File: src/rtl/e1_mfa_pkg.sv
package e1_mfa_pkg;

    typedef enum logic [1:0] {
        ST_LOST   = 2'd0,
        ST_HUNT   = 2'd1,
        ST_LOCKED = 2'd2
    } mfa_state_e;

    typedef struct packed {
        mfa_state_e state;
        logic       mf_loss;
        logic       regained;
        logic       tmo;
        logic       resync;
        logic       first_win;
    } mfa_regs_t;

endpackage

File: src/rtl/e1_mfa_window.sv
module e1_mfa_window #(
    parameter int LONG_FRAMES  = 64,
    parameter int SHORT_FRAMES = 48
) (
    input  logic clk,
    input  logic rst_n,
    input  logic tick_i,
    input  logic load_long_i,
    input  logic load_short_i,
    input  logic clear_i,
    output logic expire_o
);
    localparam int CW = $clog2(LONG_FRAMES + 1);
    localparam logic [CW-1:0] LONG_V  = CW'(LONG_FRAMES);
    localparam logic [CW-1:0] SHORT_V = CW'(SHORT_FRAMES);

    logic [CW-1:0] cnt_d, cnt_q;

    // Load wins over a strobe in the same cycle.
    always_comb begin
        cnt_d = cnt_q;
        if (clear_i) begin
            cnt_d = '0;
        end else if (load_long_i) begin
            cnt_d = LONG_V;
        end else if (load_short_i) begin
            cnt_d = SHORT_V;
        end else if (tick_i && (cnt_q != '0)) begin
            cnt_d = cnt_q - 1'b1;
        end
    end

    assign expire_o = tick_i && (cnt_q == CW'(1));

    always_ff @(posedge clk or negedge rst_n) begin
        if (!rst_n) cnt_q <= '0;
        else        cnt_q <= cnt_d;
    end

    assert_window_range_R4: assert property (@(posedge clk) disable iff (!rst_n)
        cnt_q <= LONG_V);

endmodule

File: src/rtl/e1_mfa_spacing.sv
module e1_mfa_spacing #(
    parameter int LONG_FRAMES = 64,
    parameter int SPAN_FRAMES = 16
) (
    input  logic clk,
    input  logic rst_n,
    input  logic tick_i,
    input  logic restart_i,
    input  logic clear_i,
    output logic pair_ok_o
);
    localparam int SW = $clog2(LONG_FRAMES + 2) + 1;
    localparam logic [SW-1:0] SAT_V  = SW'(LONG_FRAMES);
    localparam logic [SW-1:0] SPAN_V = SW'(SPAN_FRAMES);

    logic [SW-1:0] since_d, since_q, since_eff;
    logic          armed_d, armed_q;

    // Distance includes a strobe arriving in the same cycle as the hit.
    assign since_eff = since_q + SW'(tick_i);

    always_comb begin
        since_d = since_q;
        armed_d = armed_q;
        if (clear_i) begin
            since_d = '0;
            armed_d = 1'b0;
        end else if (restart_i) begin
            since_d = '0;
            armed_d = 1'b1;
        end else if (armed_q && tick_i && (since_q < SAT_V)) begin
            since_d = since_q + 1'b1;
        end
    end

    assign pair_ok_o = armed_q && (since_eff != '0) && ((since_eff % SPAN_V) == '0);

    always_ff @(posedge clk or negedge rst_n) begin
        if (!rst_n) begin
            since_q <= '0;
            armed_q <= 1'b0;
        end else begin
            since_q <= since_d;
            armed_q <= armed_d;
        end
    end

    assert_no_restart_clear_R3: assert property (@(posedge clk) disable iff (!rst_n)
        !(restart_i && clear_i));

endmodule

File: src/rtl/e1_mfa_ctrl.sv
module e1_mfa_ctrl
    import e1_mfa_pkg::*;
#(
    parameter int LONG_FRAMES  = 64,
    parameter int SHORT_FRAMES = 48,
    parameter int SPAN_FRAMES  = 16
) (
    input  logic clk,
    input  logic rst_n,
    input  logic frame_tick_i,
    input  logic bfa_ok_i,
    input  logic mfas_hit_i,
    input  logic cfg_auto_resync_i,
    input  logic cfg_ais_off_i,
    output logic mf_loss_o,
    output logic mf_regained_o,
    output logic search_tmo_o,
    output logic resync_req_o,
    output logic ais_req_o,
    output logic mon_freeze_o
);
    mfa_regs_t r_d, r_q;

    logic w_load_long, w_load_short, w_clear, w_expire;
    logic s_restart, s_clear, s_pair_ok;

    e1_mfa_window #(
        .LONG_FRAMES (LONG_FRAMES),
        .SHORT_FRAMES(SHORT_FRAMES)
    ) i_window (
        .clk         (clk),
        .rst_n       (rst_n),
        .tick_i      (frame_tick_i),
        .load_long_i (w_load_long),
        .load_short_i(w_load_short),
        .clear_i     (w_clear),
        .expire_o    (w_expire)
    );

    e1_mfa_spacing #(
        .LONG_FRAMES(LONG_FRAMES),
        .SPAN_FRAMES(SPAN_FRAMES)
    ) i_spacing (
        .clk       (clk),
        .rst_n     (rst_n),
        .tick_i    (frame_tick_i),
        .restart_i (s_restart),
        .clear_i   (s_clear),
        .pair_ok_o (s_pair_ok)
    );

    always_comb begin
        r_d          = r_q;
        r_d.regained = 1'b0;
        r_d.tmo      = 1'b0;
        r_d.resync   = 1'b0;
        w_load_long  = 1'b0;
        w_load_short = 1'b0;
        w_clear      = 1'b0;
        s_restart    = 1'b0;
        s_clear      = 1'b0;
        if (!bfa_ok_i) begin
            r_d.state     = ST_LOST;
            r_d.mf_loss   = 1'b1;
            r_d.first_win = 1'b0;
            w_clear       = 1'b1;
            s_clear       = 1'b1;
        end else begin
            unique case (r_q.state)
                ST_LOST: begin
                    r_d.state     = ST_HUNT;
                    r_d.first_win = 1'b1;
                    w_load_long   = 1'b1;
                    s_clear       = 1'b1;
                end
                ST_HUNT: begin
                    if (mfas_hit_i && s_pair_ok) begin
                        // Lock takes priority over a coincident expiry.
                        r_d.state    = ST_LOCKED;
                        r_d.mf_loss  = 1'b0;
                        r_d.regained = r_q.mf_loss;
                        w_clear      = 1'b1;
                        s_clear      = 1'b1;
                    end else if (mfas_hit_i) begin
                        s_restart    = 1'b1;
                        w_load_short = 1'b1;
                    end else if (w_expire) begin
                        r_d.tmo       = 1'b1;
                        r_d.resync    = cfg_auto_resync_i && r_q.first_win;
                        r_d.first_win = 1'b0;
                        w_load_long   = 1'b1;
                        s_clear       = 1'b1;
                    end
                end
                ST_LOCKED: begin
                end
                default: begin
                    r_d.state = ST_LOST;
                end
            endcase
        end
    end

    always_ff @(posedge clk or negedge rst_n) begin
        if (!rst_n) begin
            r_q <= '{state: ST_LOST, mf_loss: 1'b1, regained: 1'b0,
                     tmo: 1'b0, resync: 1'b0, first_win: 1'b0};
        end else begin
            r_q <= r_d;
        end
    end

    assign mf_loss_o     = r_q.mf_loss;
    assign mf_regained_o = r_q.regained;
    assign search_tmo_o  = r_q.tmo;
    assign resync_req_o  = r_q.resync;
    assign ais_req_o     = !bfa_ok_i && !cfg_ais_off_i;
    assign mon_freeze_o  = !bfa_ok_i;

    assert_loss_after_bfa_drop_R7: assert property (@(posedge clk) disable iff (!rst_n)
        !bfa_ok_i |=> mf_loss_o);

    assert_regained_on_fall_R2: assert property (@(posedge clk) disable iff (!rst_n)
        $fell(mf_loss_o) |-> mf_regained_o);

    assert_regained_only_on_fall_R2: assert property (@(posedge clk) disable iff (!rst_n)
        mf_regained_o |-> (!mf_loss_o && $past(mf_loss_o)));

    assert_no_timeout_locked_R10: assert property (@(posedge clk) disable iff (!rst_n)
        !mf_loss_o |-> !search_tmo_o);

    assert_resync_with_timeout_R6: assert property (@(posedge clk) disable iff (!rst_n)
        resync_req_o |-> search_tmo_o);

    assert_single_event_R9: assert property (@(posedge clk) disable iff (!rst_n)
        $onehot0({mf_regained_o, search_tmo_o}));

endmodule

File: config.mk
export PLATFORM = sky130hd
export DESIGN_NAME = e1_mfa_ctrl
export DESIGN_NICKNAME = d
export VERILOG_FILES = /design/src/rtl/e1_mfa_pkg.sv /design/src/rtl/e1_mfa_window.sv /design/src/rtl/e1_mfa_spacing.sv /design/src/rtl/e1_mfa_ctrl.sv
export SDC_FILE = /design/constraint.sdc
export NUM_CORES = 1
export LEC_CHECK = 0
export BUFFER_PORTS_ARGS = -buffer_cell sky130_fd_sc_hd__buf_2
export CAP_MARGIN = 15
export CORE_UTILIZATION = 61
export CTS_CLUSTER_SIZE = 20
export DETAILED_ROUTE_END_ITERATION = 10
export PLACE_DENSITY = 0.88
export SETUP_SLACK_MARGIN = 0.15
export SLEW_MARGIN = 40
export SYNTH_ARGS = -nofsm -noshare
export SYNTH_HDL_FRONTEND = slang
export SYNTH_SLANG_ARGS = --single-unit
File: constraint.sdc
create_clock -name clk -period 3.4 [get_ports clk]
set_input_delay 0.51 -clock clk [delete_from_list [all_inputs] [get_ports clk]]
set_output_delay 0.51 -clock clk [all_outputs]
set_load 0.1 [all_outputs]
==> results of run 1 <==
==> state kept, by name, indices dropped and copies added (netlist names) <==
name / count
i_spacing.since_q: 8
i_window.cnt_q: 7
r_q: 3
i_spacing.armed_q: 1
mf_loss_o: 1
mf_regained_o: 1
resync_req_o: 1
search_tmo_o: 1
==> cells by family (layout without fill, tap and decap cells) <==
family | after synthesis | after routing | share of synthesized area [%]
AOI/OAI and AO/OA | 19 | 19 | 11.4
xor gates and xnor gates | 12 | 12 | 8.60
adders and majority gates | 5 | 5 | 5.12
buffers and inverters | 8 | 22 | 3.17
DFF | 23 | 23 | 47.2
muxes | 2 | 2 | 1.64
and+or+nand+nor | 56 | 56 | 22.9
==> metal layers <==
layer | vias to the layer above | share of wire [%] | track usage [%] | wire (um)
met5 | - | 0 | 0 | 0
met4 | 0 | 2.7 | 13.1 | 63
met3 | 16 | 5.7 | 7.69 | 135
met2 | 52 | 49 | 41.4 | 1160
met1 | 464 | 43 | 29.5 | 1020
li1 | 465 | - | - | -
==> per-stage QoR <==
stage / utilization, % / cell area (um2) / setup WS, ns
after CTS: 73.5 / 1320 / 1.23
after detailed placement: 72.0 / 1300 / 1.15
after floorplan: - / 1220 / 1.13
final: 73.7 / 1330 / 1.39
after global routing: 73.7 / 1330 / 1.24
after global placement: 72.0 / 1300 / 1.25
==> synthesized netlist by cell type, types with 2 or more instances <==
library cell	instances	area, um2
sky130_fd_sc_hd__nor3_1	3	15.0
sky130_fd_sc_hd__o21ai_1	2	10.0
sky130_fd_sc_hd__and3_1	3	18.8
sky130_fd_sc_hd__ha_1	5	62.6
sky130_fd_sc_hd__o21ai_0	2	10.0
sky130_fd_sc_hd__xnor2_1	6	52.6
sky130_fd_sc_hd__dfrtp_1	22	551
sky130_fd_sc_hd__inv_1	5	18.8
sky130_fd_sc_hd__nor2_1	23	86.3
sky130_fd_sc_hd__xor2_1	6	52.6
sky130_fd_sc_hd__a31oi_1	3	18.8
sky130_fd_sc_hd__nand2_1	12	45.0
sky130_fd_sc_hd__nand3_1	4	20.0
sky130_fd_sc_hd__a211oi_1	3	22.5
sky130_fd_sc_hd__mux2i_1	2	20.0
==> placed cells by master (no fill, tap or decap), types with 2 or more instances in the layout <==
cell / n
sky130_fd_sc_hd__o21ai_0: 2
sky130_fd_sc_hd__o21ai_2: 2
sky130_fd_sc_hd__mux2i_1: 2
sky130_fd_sc_hd__clkbuf_4: 3
sky130_fd_sc_hd__nor2_1: 23
sky130_fd_sc_hd__xnor2_1: 6
sky130_fd_sc_hd__dfrtp_1: 22
sky130_fd_sc_hd__nand2_1: 12
sky130_fd_sc_hd__nand3_1: 4
sky130_fd_sc_hd__a31oi_1: 3
sky130_fd_sc_hd__buf_2: 12
sky130_fd_sc_hd__inv_1: 5
sky130_fd_sc_hd__xor2_1: 6
sky130_fd_sc_hd__ha_1: 5
sky130_fd_sc_hd__and3_1: 3
sky130_fd_sc_hd__a211oi_1: 3
sky130_fd_sc_hd__nor3_1: 3
==> area by class of cell <==
type | count | share of cell area [%]
Clock buffer | 4 | 1.98
Inverter | 6 | 1.70
Multi-Input combinational cell | 94 | 46.0
Sequential cell | 23 | 43.4
Tap cell | 25 | 2.36
Timing Repair Buffer | 12 | 4.52
==> final timing paths <==
| kind | depth (start not counted) | from | end |
|---|---|---|---|
| hold reg to reg | 2 | mf_loss_o | mf_loss_o |
| setup reg to reg | 8 | i_spacing.since_q[0] | i_window.cnt_q[6] |
| hold / removal | 1 | rst_n | i_window.cnt_q[5] |
| setup / recovery | 8 | i_spacing.since_q[0] | i_window.cnt_q[6] |
| min in group clk | 2 | bfa_ok_i | mf_loss_o |
| max in group asynchronous | 1 | rst_n | mf_loss_o |
==> power breakdown <==
part           switching [mW]  internal, mW  leakage [nW]
clock                  0.0790        0.0458        0.0150
combinational          0.0595        0.0318         0.291
sequential            0.00857         0.282         0.312
==> results.py, run 1 <==
metrics = {
    "synthesis": {
        "synth-edff-count": 0,
        "synthArstFlopShare_pct": 100,
        "synth_area_um2": 1220,
        "synth_cell_types": 39,
        "synthesis.area_per_instance_um2": 9.78,
        "ys_dominant_reg_cell": "sky130_fd_sc_hd__dfrtp_1",
        "postSynthRegisterBits": 23,
        "synth_nets": 137,
        "syn-instance-count": 125,
        "ys.warnings.count": 0,
        "ys_seq_area_share_pct": 47.2,
    },
    "cts": {
        "cts-hold-fix-buffers": 0,
        "cts_tree": "done",
        "htree_num_levels": 1,
        "post-cts-setup-buffer-count": 0,
        "clock-sinks": 23,
        "root_buffer": "sky130_fd_sc_hd__clkbuf_4",
        "cts_buffers": 3,
        "cts.clk_slew.worst_paths_ns": 0.12,
        "number_of_cells_upsized_or_downsized_after_cts": 0,
        "clock_latency_on_the_worst_skew_pair_ns": 0.31,
        "cts_buffer_depth": 2,
    },
    "layout": {
        "layout-area-overhead-vs-synth_pct": 8.60,
        "post_layout_nonfiller_instances": 164,
        "register_area_um2": 577,
        "multiInputGateArea_um2": 611,
        "finalNetCount": 152,
        "antenna_cells": 0,
        "final_layout_size_suffix_gt1_share_pct": 18.0,
        "filler_cell_count": 142,
    },
    "power": {
        "cellLeakagePower_nw": 0.618,
        "irDropWorstVdd_v": 0.000344,
        "p_per_area_nw_per_um2": 382,
        "post-layout-total-power_mw": 0.507,
    },
    "timing": {
        "tightestPinTransition_ns": 0.543,
        "whs_ns": 0.143,
        "max_freq_ghz": 0.497,
        "setup-violations-final": 0,
        "setup_tns_ns": 0,
        "finClkSkew_ns": 0.00715,
        "slew_viol_final": 0,
        "min_period_ns": 2.01,
        "max-slew-margin-rel_pct": 63.5,
        "timing.final.crit_share_pct": 59.2,
        "final-hold-violation-count": 0,
        "rsz0062_at_grt": "no",
    },
    "worst_setup_path": {
        "crit_buf_inv": 0,
        "timing.critical_path.arrival_ns": 2.24,
        "critPathSlowestCell": "sky130_fd_sc_hd__dfrtp_1",
        "crit_path_end_kind": "register",
        "critical_path.top_delay_family": "compound AO/OA/AOI/OAI gates",
        "ff2ff_setup_slack_ns": 1.39,
        "crit_chain": "ha_1, ha_1, nor2_1, nand4_1, o21ai_2, and2_4, o22ai_1, a221oi_2",
        "crit_top_cell": "sky130_fd_sc_hd__ha_1",
        "cp_data_required_time_ns": 3.63,
        "worst_setup_path_start_kind": "register",
        "critical_path.max_fanout": 5,
        "path_class": "reg2reg",
        "crit_path_max_incr_delay_ns": 0.44,
    },
    "placement": {
        "dp_hpwl_um": 1730,
        "portBuffers": 12,
        "dpl.cell_count": 160,
        "globalplace.congestion": 0.946,
    },
    "floorplanning": {
        "design.die.area_um2": 2190,
        "die_extent_in_x_um": 46.8,
        "core_area_um2": 1800,
        "starting_density_of_the_core_pct": 67.8,
        "number_of_top_level_pins": 13,
        "placementRows": 15,
        "die_y_um": 46.8,
    },
    "routing": {
        "wl_per_cell_um": 14.5,
        "post_drt_via_cell_ratio": 6.08,
        "finalWirelength_um": 2370,
        "vias": 997,
        "drt_iter0_drc": 36,
        "postRouteAntennaNets": 0,
        "drt_first_pass_iters": 6,
        "drt_drc_violations_left": 0,
    },
    "global_routing": {
        "grt_remaining_overflow": 0,
        "vias_in_the_first_global_route": 884,
        "gr-usage-all-layers_pct": 25.1,
        "number_of_antenna_violations_at_the_first_check_in_global_routing": 0,
        "grt_max_degree": 24,
        "grt_first_pass_wirelength_um": 3770,
    },
    "hold_path": {
        "holdCritPathClass": "in2async",
    },
    "status": {
        "outcome": "complete, no violations",
    },
    "job": {
        "max-cap-violations": 0,
    },
}
Power figures use the tool's default switching activity.
==> inputs of run 2 (changes only) <==
--- a/config.mk
+++ b/config.mk
@@ -7,10 +7,10 @@
 export LEC_CHECK = 0
 export BUFFER_PORTS_ARGS = -buffer_cell sky130_fd_sc_hd__buf_2
 export CAP_MARGIN = 15
-export CORE_UTILIZATION = 61
+export CORE_UTILIZATION = 56
 export CTS_CLUSTER_SIZE = 20
 export DETAILED_ROUTE_END_ITERATION = 10
-export PLACE_DENSITY = 0.88
+export PLACE_DENSITY = 0.83
 export SETUP_SLACK_MARGIN = 0.15
 export SLEW_MARGIN = 40
 export SYNTH_ARGS = -nofsm -noshare
==> constraint.sdc (replaced) <==
create_clock -name clk -period 2 [get_ports clk]
set_input_delay 0.3 -clock clk [delete_from_list [all_inputs] [get_ports clk]]
set_output_delay 0.3 -clock clk [all_outputs]
set_load 0.1 [all_outputs]
==> run 2 against run 1 <==
Effect of this change: maximum frequency increased by 5.9%; sequential power grew 70%; final cell count is 6.1% higher; utilization decreased by 0.68 points; design area increased by 10%; first-iteration DRC count fell by 33%; clock skew fell by 0.0039 ns; highest routed layer unchanged.
==> results.py, run 2 (synthesis results as in run 1) <==
metrics = {
    "status": {
        "outcome": "complete, no violations",
    },
    "layout": {
        "largestRegisters": "i_spacing.since_q: 8 flops, i_window.cnt_q: 7 flops, r_q: 3 flops",
        "regMostFlops": "i_spacing.since_q",
        "number_of_flip_flops_in_the_largest_register": 8,
        "layout_commonest_cell": "sky130_fd_sc_hd__dfrtp_1",
        "final_design_area_no_fill_um2": 1460,
        "final_layout_size_suffix_gt1_share_pct": 28.6,
        "layout-area-overhead-vs-synth_pct": 19.5,
        "finalNetCount": 160,
        "most-common-layout-cells": "21 x sky130_fd_sc_hd__dfrtp_1, 20 x sky130_fd_sc_hd__nor2_1, 12 x sky130_fd_sc_hd__nand2_1, 12 x sky130_fd_sc_hd__buf_2, 7 x sky130_fd_sc_hd__buf_4",
        "antenna_cells": 0,
    },
    "routing": {
        "drt_first_pass_iters": 4,
        "wl_per_cell_um": 15.2,
        "vias": 1018,
        "finalWirelength_um": 2650,
        "post_drt_via_cell_ratio": 5.85,
        "postRouteAntennaNets": 0,
        "drt_iter0_drc": 24,
        "drt_drc_violations_left": 0,
    },
    "global_routing": {
        "number_of_antenna_violations_at_the_first_check_in_global_routing": 0,
        "met1_demand_to_capacity_share_in_global_routing_pct": 25.0,
        "global_route.usage.met2_pct": 43.5,
        "gr-usage-all-layers_pct": 22.7,
        "grt_first_pass_wirelength_um": 4160,
        "global_route_layer_with_the_greatest_usage": "met2",
        "grt_max_degree": 24,
        "grtUsageMet3_pct": 4.72,
        "grt_remaining_overflow": 0,
        "vias_in_the_first_global_route": 1004,
    },
    "cts": {
        "clock_latency_on_the_worst_skew_pair_ns": 0.31,
        "cts.clk_slew.worst_paths_ns": 0.12,
        "clock-sinks": 23,
        "cts_buffers": 3,
        "cts_tree": "done",
        "htree_num_levels": 1,
        "cts_buffer_depth": 2,
        "root_buffer": "sky130_fd_sc_hd__clkbuf_4",
    },
    "timing": {
        "slew_viol_final": 0,
        "finClkSkew_ns": 0.00329,
        "max_freq_ghz": 0.526,
        "rsz0062_at_grt": "yes",
        "setup_tns_ns": 0,
        "min_period_ns": 1.90,
        "final-hold-violation-count": 0,
        "tightestPinTransition_ns": 0.520,
        "timing.final.crit_share_pct": 95.0,
        "setup-violations-final": 0,
        "max-slew-margin-rel_pct": 65.3,
    },
    "floorplanning": {
        "die_extent_in_x_um": 48.7,
        "design.die.area_um2": 2370,
        "number_of_top_level_pins": 13,
        "starting_density_of_the_core_pct": 61.1,
        "placementRows": 16,
        "core_area_um2": 2000,
        "die_y_um": 48.7,
    },
    "placement": {
        "portBuffers": 12,
        "dp_hpwl_um": 1730,
        "placed_inst_area_um2": 1320,
        "globalplace.congestion": 0.897,
    },
    "worst_setup_path": {
        "critical_path.reg2reg.startpoint": "i_spacing.since_q[0]",
        "cp_data_required_time_ns": 2.22,
        "ff2ff_setup_slack_ns": 0.1,
        "worst_setup_path_start_kind": "register",
        "timing.critical_path.arrival_ns": 2.12,
        "critical_path.max_fanout": 5,
        "path_class": "reg2reg",
        "regToRegEndpoint": "r_q[5]",
        "crit_path_end_kind": "register",
        "worst-r2r-cell-count": 8,
    },
    "hold_path": {
        "timing.hold.worst_path_depth": 2,
        "hold_path_end": "mf_loss_o",
        "hold_path.startpoint": "bfa_ok_i",
        "holdCritPathClass": "in2reg",
    },
    "power": {
        "cellLeakagePower_nw": 0.666,
        "irDropWorstVdd_v": 0.000453,
        "p_per_area_nw_per_um2": 604,
    },
    "job": {
        "max-cap-violations": 0,
    },
}
## run 2: changes by cell type in the layout (fill, tap and decap cells not counted), sizes merged
cell	delta
dlygate4sd3	+1
buf	+7
## run 2: layout make-up
cell class	count	area [um2]
Clock buffer	4	26.3
Fill cell	145	541
Inverter	6	22.5
Multi-Input combinational cell	94	678
Sequential cell	23	578
Tap cell	27	33.8
Timing Repair Buffer	20	123
## run 2: worst max-delay path by stage
stage | from | endpoint | slack, ns | cells after the start
after floorplan | i_spacing.since_q[0] | i_window.cnt_q[6] | 0.20 | 8
after global placement | frame_tick_i | i_window.cnt_q[6] | 0.12 | 9
after detailed placement | i_spacing.since_q[0] | i_window.cnt_q[6] | 0.04 | 8
after CTS | i_spacing.since_q[0] | i_window.cnt_q[6] | 0.15 | 8
after global routing | i_spacing.since_q[0] | i_window.cnt_q[6] | -0.02 | 8
final | i_spacing.since_q[0] | r_q[5] | 0.1 | 8
## run 2: critical path, cell delays in order (launching register included)
cell	delay [ns]
sky130_fd_sc_hd__dfrtp_1	0.43
sky130_fd_sc_hd__ha_4	0.18
sky130_fd_sc_hd__ha_4	0.15
sky130_fd_sc_hd__and3_1	0.19
sky130_fd_sc_hd__nor3_1	0.18
sky130_fd_sc_hd__a31oi_1	0.10
sky130_fd_sc_hd__and2_4	0.18
sky130_fd_sc_hd__buf_4	0.13
sky130_fd_sc_hd__a311oi_2	0.26
## run 2: metal layers
layer  part of all wire, %  up-vias
met4                   1.2        0
met5                     0        -
li1                      -      474
met2                    55       41
met1                    39      497
met3                   4.8        6
## run 2: power breakdown
group / switching (mW) / internal, mW / total [mW]
Clock: 0.133 / 0.0779 / 0.211
Combinational: 0.109 / 0.0665 / 0.176
Sequential: 0.0164 / 0.480 / 0.496
## run 2: stage by stage
step | utilization (%) | cells | worst slack, ns | hold slack (ns) | power, mW
detailed placement | 65.8 | 164 | 0.0433 | 0.302 | 0.658
finish | 73.0 | 174 | 0.0994 | 0.225 | 0.882
floorplan | - | 125 | 0.198 | 0.00441 | 0.625
global route | 73.0 | 174 | -0.0250 | 0.211 | 0.924
global placement | 65.8 | 164 | 0.121 | 0.291 | 0.655
CTS | 69.3 | 171 | 0.151 | 0.218 | 0.868
## run 2: repair_timing
item,4_1_cts,5_1_grt
endpoints found under the setup margin,5,17
hold endpoints to repair,22,0
gates resized for setup,3,10
hold buffers,1,0
pin swaps,5,4
buffers inserted,2,3
==> inputs of run 3 (changes only) <==
--- a/config.mk
+++ b/config.mk
@@ -5,11 +5,11 @@
 export SDC_FILE = /design/constraint.sdc
 export NUM_CORES = 1
 export LEC_CHECK = 0
-export BUFFER_PORTS_ARGS = -buffer_cell sky130_fd_sc_hd__buf_2
 export CAP_MARGIN = 15
-export CORE_UTILIZATION = 56
+export CORE_UTILIZATION = 61
 export CTS_CLUSTER_SIZE = 20
 export DETAILED_ROUTE_END_ITERATION = 10
+export DONT_BUFFER_PORTS = 1
 export PLACE_DENSITY = 0.83
 export SETUP_SLACK_MARGIN = 0.15
 export SLEW_MARGIN = 40
==> run 3 against run 2 <==
Effect of this change: clock skew fell by 0.0013 ns; flip-flop and latch count did not move; critical path depth fell by 2; utilization rose by 3.6 points; highest routed layer unchanged; maximum frequency rose by 2.3%; hold slack got worse by 0.20 ns; setup slack improved by 0.042 ns.
==> results.py, run 3 (synthesis results as in run 1) <==
metrics = {
    "status": {
        "outcome": "complete, no violations",
    },
    "floorplanning": {
        "die_y_um": 46.8,
        "design.die.area_um2": 2190,
        "starting_density_of_the_core_pct": 67.8,
        "core_area_um2": 1800,
        "number_of_top_level_pins": 13,
        "die_extent_in_x_um": 46.8,
        "placementRows": 15,
    },
    "placement": {
        "globalplace.congestion": 0.877,
        "dpl.cell_count": 154,
        "portBuffers": 0,
        "dp_hpwl_um": 1570,
    },
    "power": {
        "cellLeakagePower_nw": 0.609,
        "p_per_area_nw_per_um2": 619,
        "irDropWorstVdd_v": 0.000580,
        "post-layout-total-power_mw": 0.855,
    },
    "cts": {
        "clock-sinks": 23,
        "cts.clk_slew.worst_paths_ns": 0.11,
        "cts_tree": "done",
        "clock_latency_on_the_worst_skew_pair_ns": 0.31,
        "root_buffer": "sky130_fd_sc_hd__clkbuf_4",
        "cts_buffers": 3,
        "htree_num_levels": 1,
        "cts_buffer_depth": 2,
    },
    "global_routing": {
        "vias_in_the_first_global_route": 824,
        "gr-usage-all-layers_pct": 22.4,
        "grt_first_pass_wirelength_um": 3480,
        "grt_max_degree": 24,
        "grt_remaining_overflow": 0,
        "number_of_antenna_violations_at_the_first_check_in_global_routing": 0,
    },
    "hold_path": {
        "holdCritPathClass": "in2reg",
    },
    "routing": {
        "drt_drc_violations_left": 0,
        "detailroute.wirelength.met2_um": 1160,
        "finalWirelength_um": 2380,
        "drt_iter0_drc": 20,
        "met3_length_um": 93,
        "postRouteAntennaNets": 0,
        "wl_per_cell_um": 14.7,
        "post_drt_via_cell_ratio": 5.86,
        "topRoutingLayerUsed": "met4",
        "drt_first_pass_iters": 4,
        "vias": 950,
        "m1WireLength_um": 1070,
    },
    "layout": {
        "regMostFlops": "i_spacing.since_q",
        "antenna_cells": 0,
        "most-common-layout-cells": "22 x sky130_fd_sc_hd__dfrtp_1, 21 x sky130_fd_sc_hd__nor2_1, 12 x sky130_fd_sc_hd__nand2_1",
        "post_layout_nonfiller_instances": 162,
        "layout-area-overhead-vs-synth_pct": 12.9,
        "finalCoreUtilization_pct": 76.6,
        "finalNetCount": 150,
        "largestRegisters": "i_spacing.since_q: 8 flops, i_window.cnt_q: 7 flops, r_q: 3 flops",
        "layout_commonest_cell": "sky130_fd_sc_hd__dfrtp_1",
        "number_of_flip_flops_in_the_largest_register": 8,
        "final_layout_size_suffix_gt1_share_pct": 21.2,
    },
    "timing": {
        "final-hold-violation-count": 0,
        "setup_tns_ns": 0,
        "max-slew-margin-rel_pct": 63.3,
        "slew_viol_final": 0,
        "min_period_ns": 1.86,
        "rsz0062_at_grt": "yes",
        "timing.final.crit_share_pct": 92.9,
        "setup-violations-final": 0,
        "max_freq_ghz": 0.538,
        "finClkSkew_ns": 0.00196,
        "tightestPinTransition_ns": 0.547,
        "whs_ns": 0.0285,
    },
    "worst_setup_path": {
        "crit_path_end_kind": "register",
        "path_class": "reg2reg",
        "critical_path.reg2reg.startpoint": "i_spacing.since_q[5]",
        "cp_data_required_time_ns": 2.23,
        "timing.critical_path.arrival_ns": 2.09,
        "ff2ff_setup_slack_ns": 0.14,
        "critical_path.max_fanout": 5,
        "critical_path.top_delay_family": "simple AND/OR/NAND/NOR gates",
        "worst_setup_path_start_kind": "register",
        "crit_path_max_incr_delay_ns": 0.44,
        "crit_buf_inv": 0,
        "cp-endpoint": "i_window.cnt_q[6]",
        "regToRegEndpoint": "i_window.cnt_q[6]",
        "critPathSlowestCell": "sky130_fd_sc_hd__dfrtp_1",
        "worst-r2r-cell-count": 6,
        "wp_depth": 6,
        "critPathLaunch": "i_spacing.since_q[5]",
        "crit_chain": "or3_4, mux2i_1, a31oi_1, and2_4, a41o_1, a221oi_2",
    },
    "job": {
        "max-cap-violations": 0,
    },
}
==> run 3: worst min-delay path by stage <==
| stage | startpoint | to | slack (ns) | depth (start not counted) |
|---|---|---|---|---|
| 6_report | bfa_ok_i | mf_loss_o | 0.03 | 1 |
| 5_1_grt | bfa_ok_i | mf_loss_o | 0.03 | 1 |
| 4_1_cts | bfa_ok_i | mf_loss_o | 0.03 | 1 |
| 3_5_place_dp | rst_n | resync_req_o | 0.005 | 0 |
| 3_3_place_gp | rst_n | resync_req_o | 0.005 | 0 |
| 2_1_floorplan | rst_n | i_spacing.armed_q | 0.004 | 0 |
==> run 3: power by group <==
part | internal, mW | switching [mW] | leakage [nW]
clock | 0.0780 | 0.132 | 0.0150
sequential | 0.480 | 0.0247 | 0.312
combinational | 0.0555 | 0.0850 | 0.282
==> run 3: metal layers <==
metal / vias to the layer above / global-route usage [%]
met3: 9 / 3.08
met4: 0 / 8.57
met2: 25 / 36.4
li1: 452 / -
met5: - / 0
met1: 464 / 30.5
==> run 3: metrics by stage <==
| stage | setup slack (ns) | instance area, um2 |
|---|---|---|
| 2_1_floorplan | 0.198 | 1220 |
| 3_3_place_gp | 0.163 | 1280 |
| 3_5_place_dp | 0.0694 | 1280 |
| 4_1_cts | 0.152 | 1330 |
| 5_1_grt | 0.0314 | 1380 |
| 6_report | 0.142 | 1380 |
==> run 3: timing repair <==
item | in CTS | in global routing
resized for setup | 2 | 7
pin swaps | 2 | 6
setup buffers | 1 | 1
hold endpoints to repair | 23 | 22
endpoints found under the setup margin | 4 | 14
hold buffers | 1 | 1
==> run 3: layout make-up <==
| class | count | area (um2) |
|---|---|---|
| inverters | 6 | 22.5 |
| multi-input cells | 94 | 648 |
| fillers | 132 | 422 |
| well taps | 25 | 31.3 |
| flip-flops and latches | 23 | 577 |
| repair buffers | 10 | 75.1 |
| clock buffers | 4 | 26.3 |
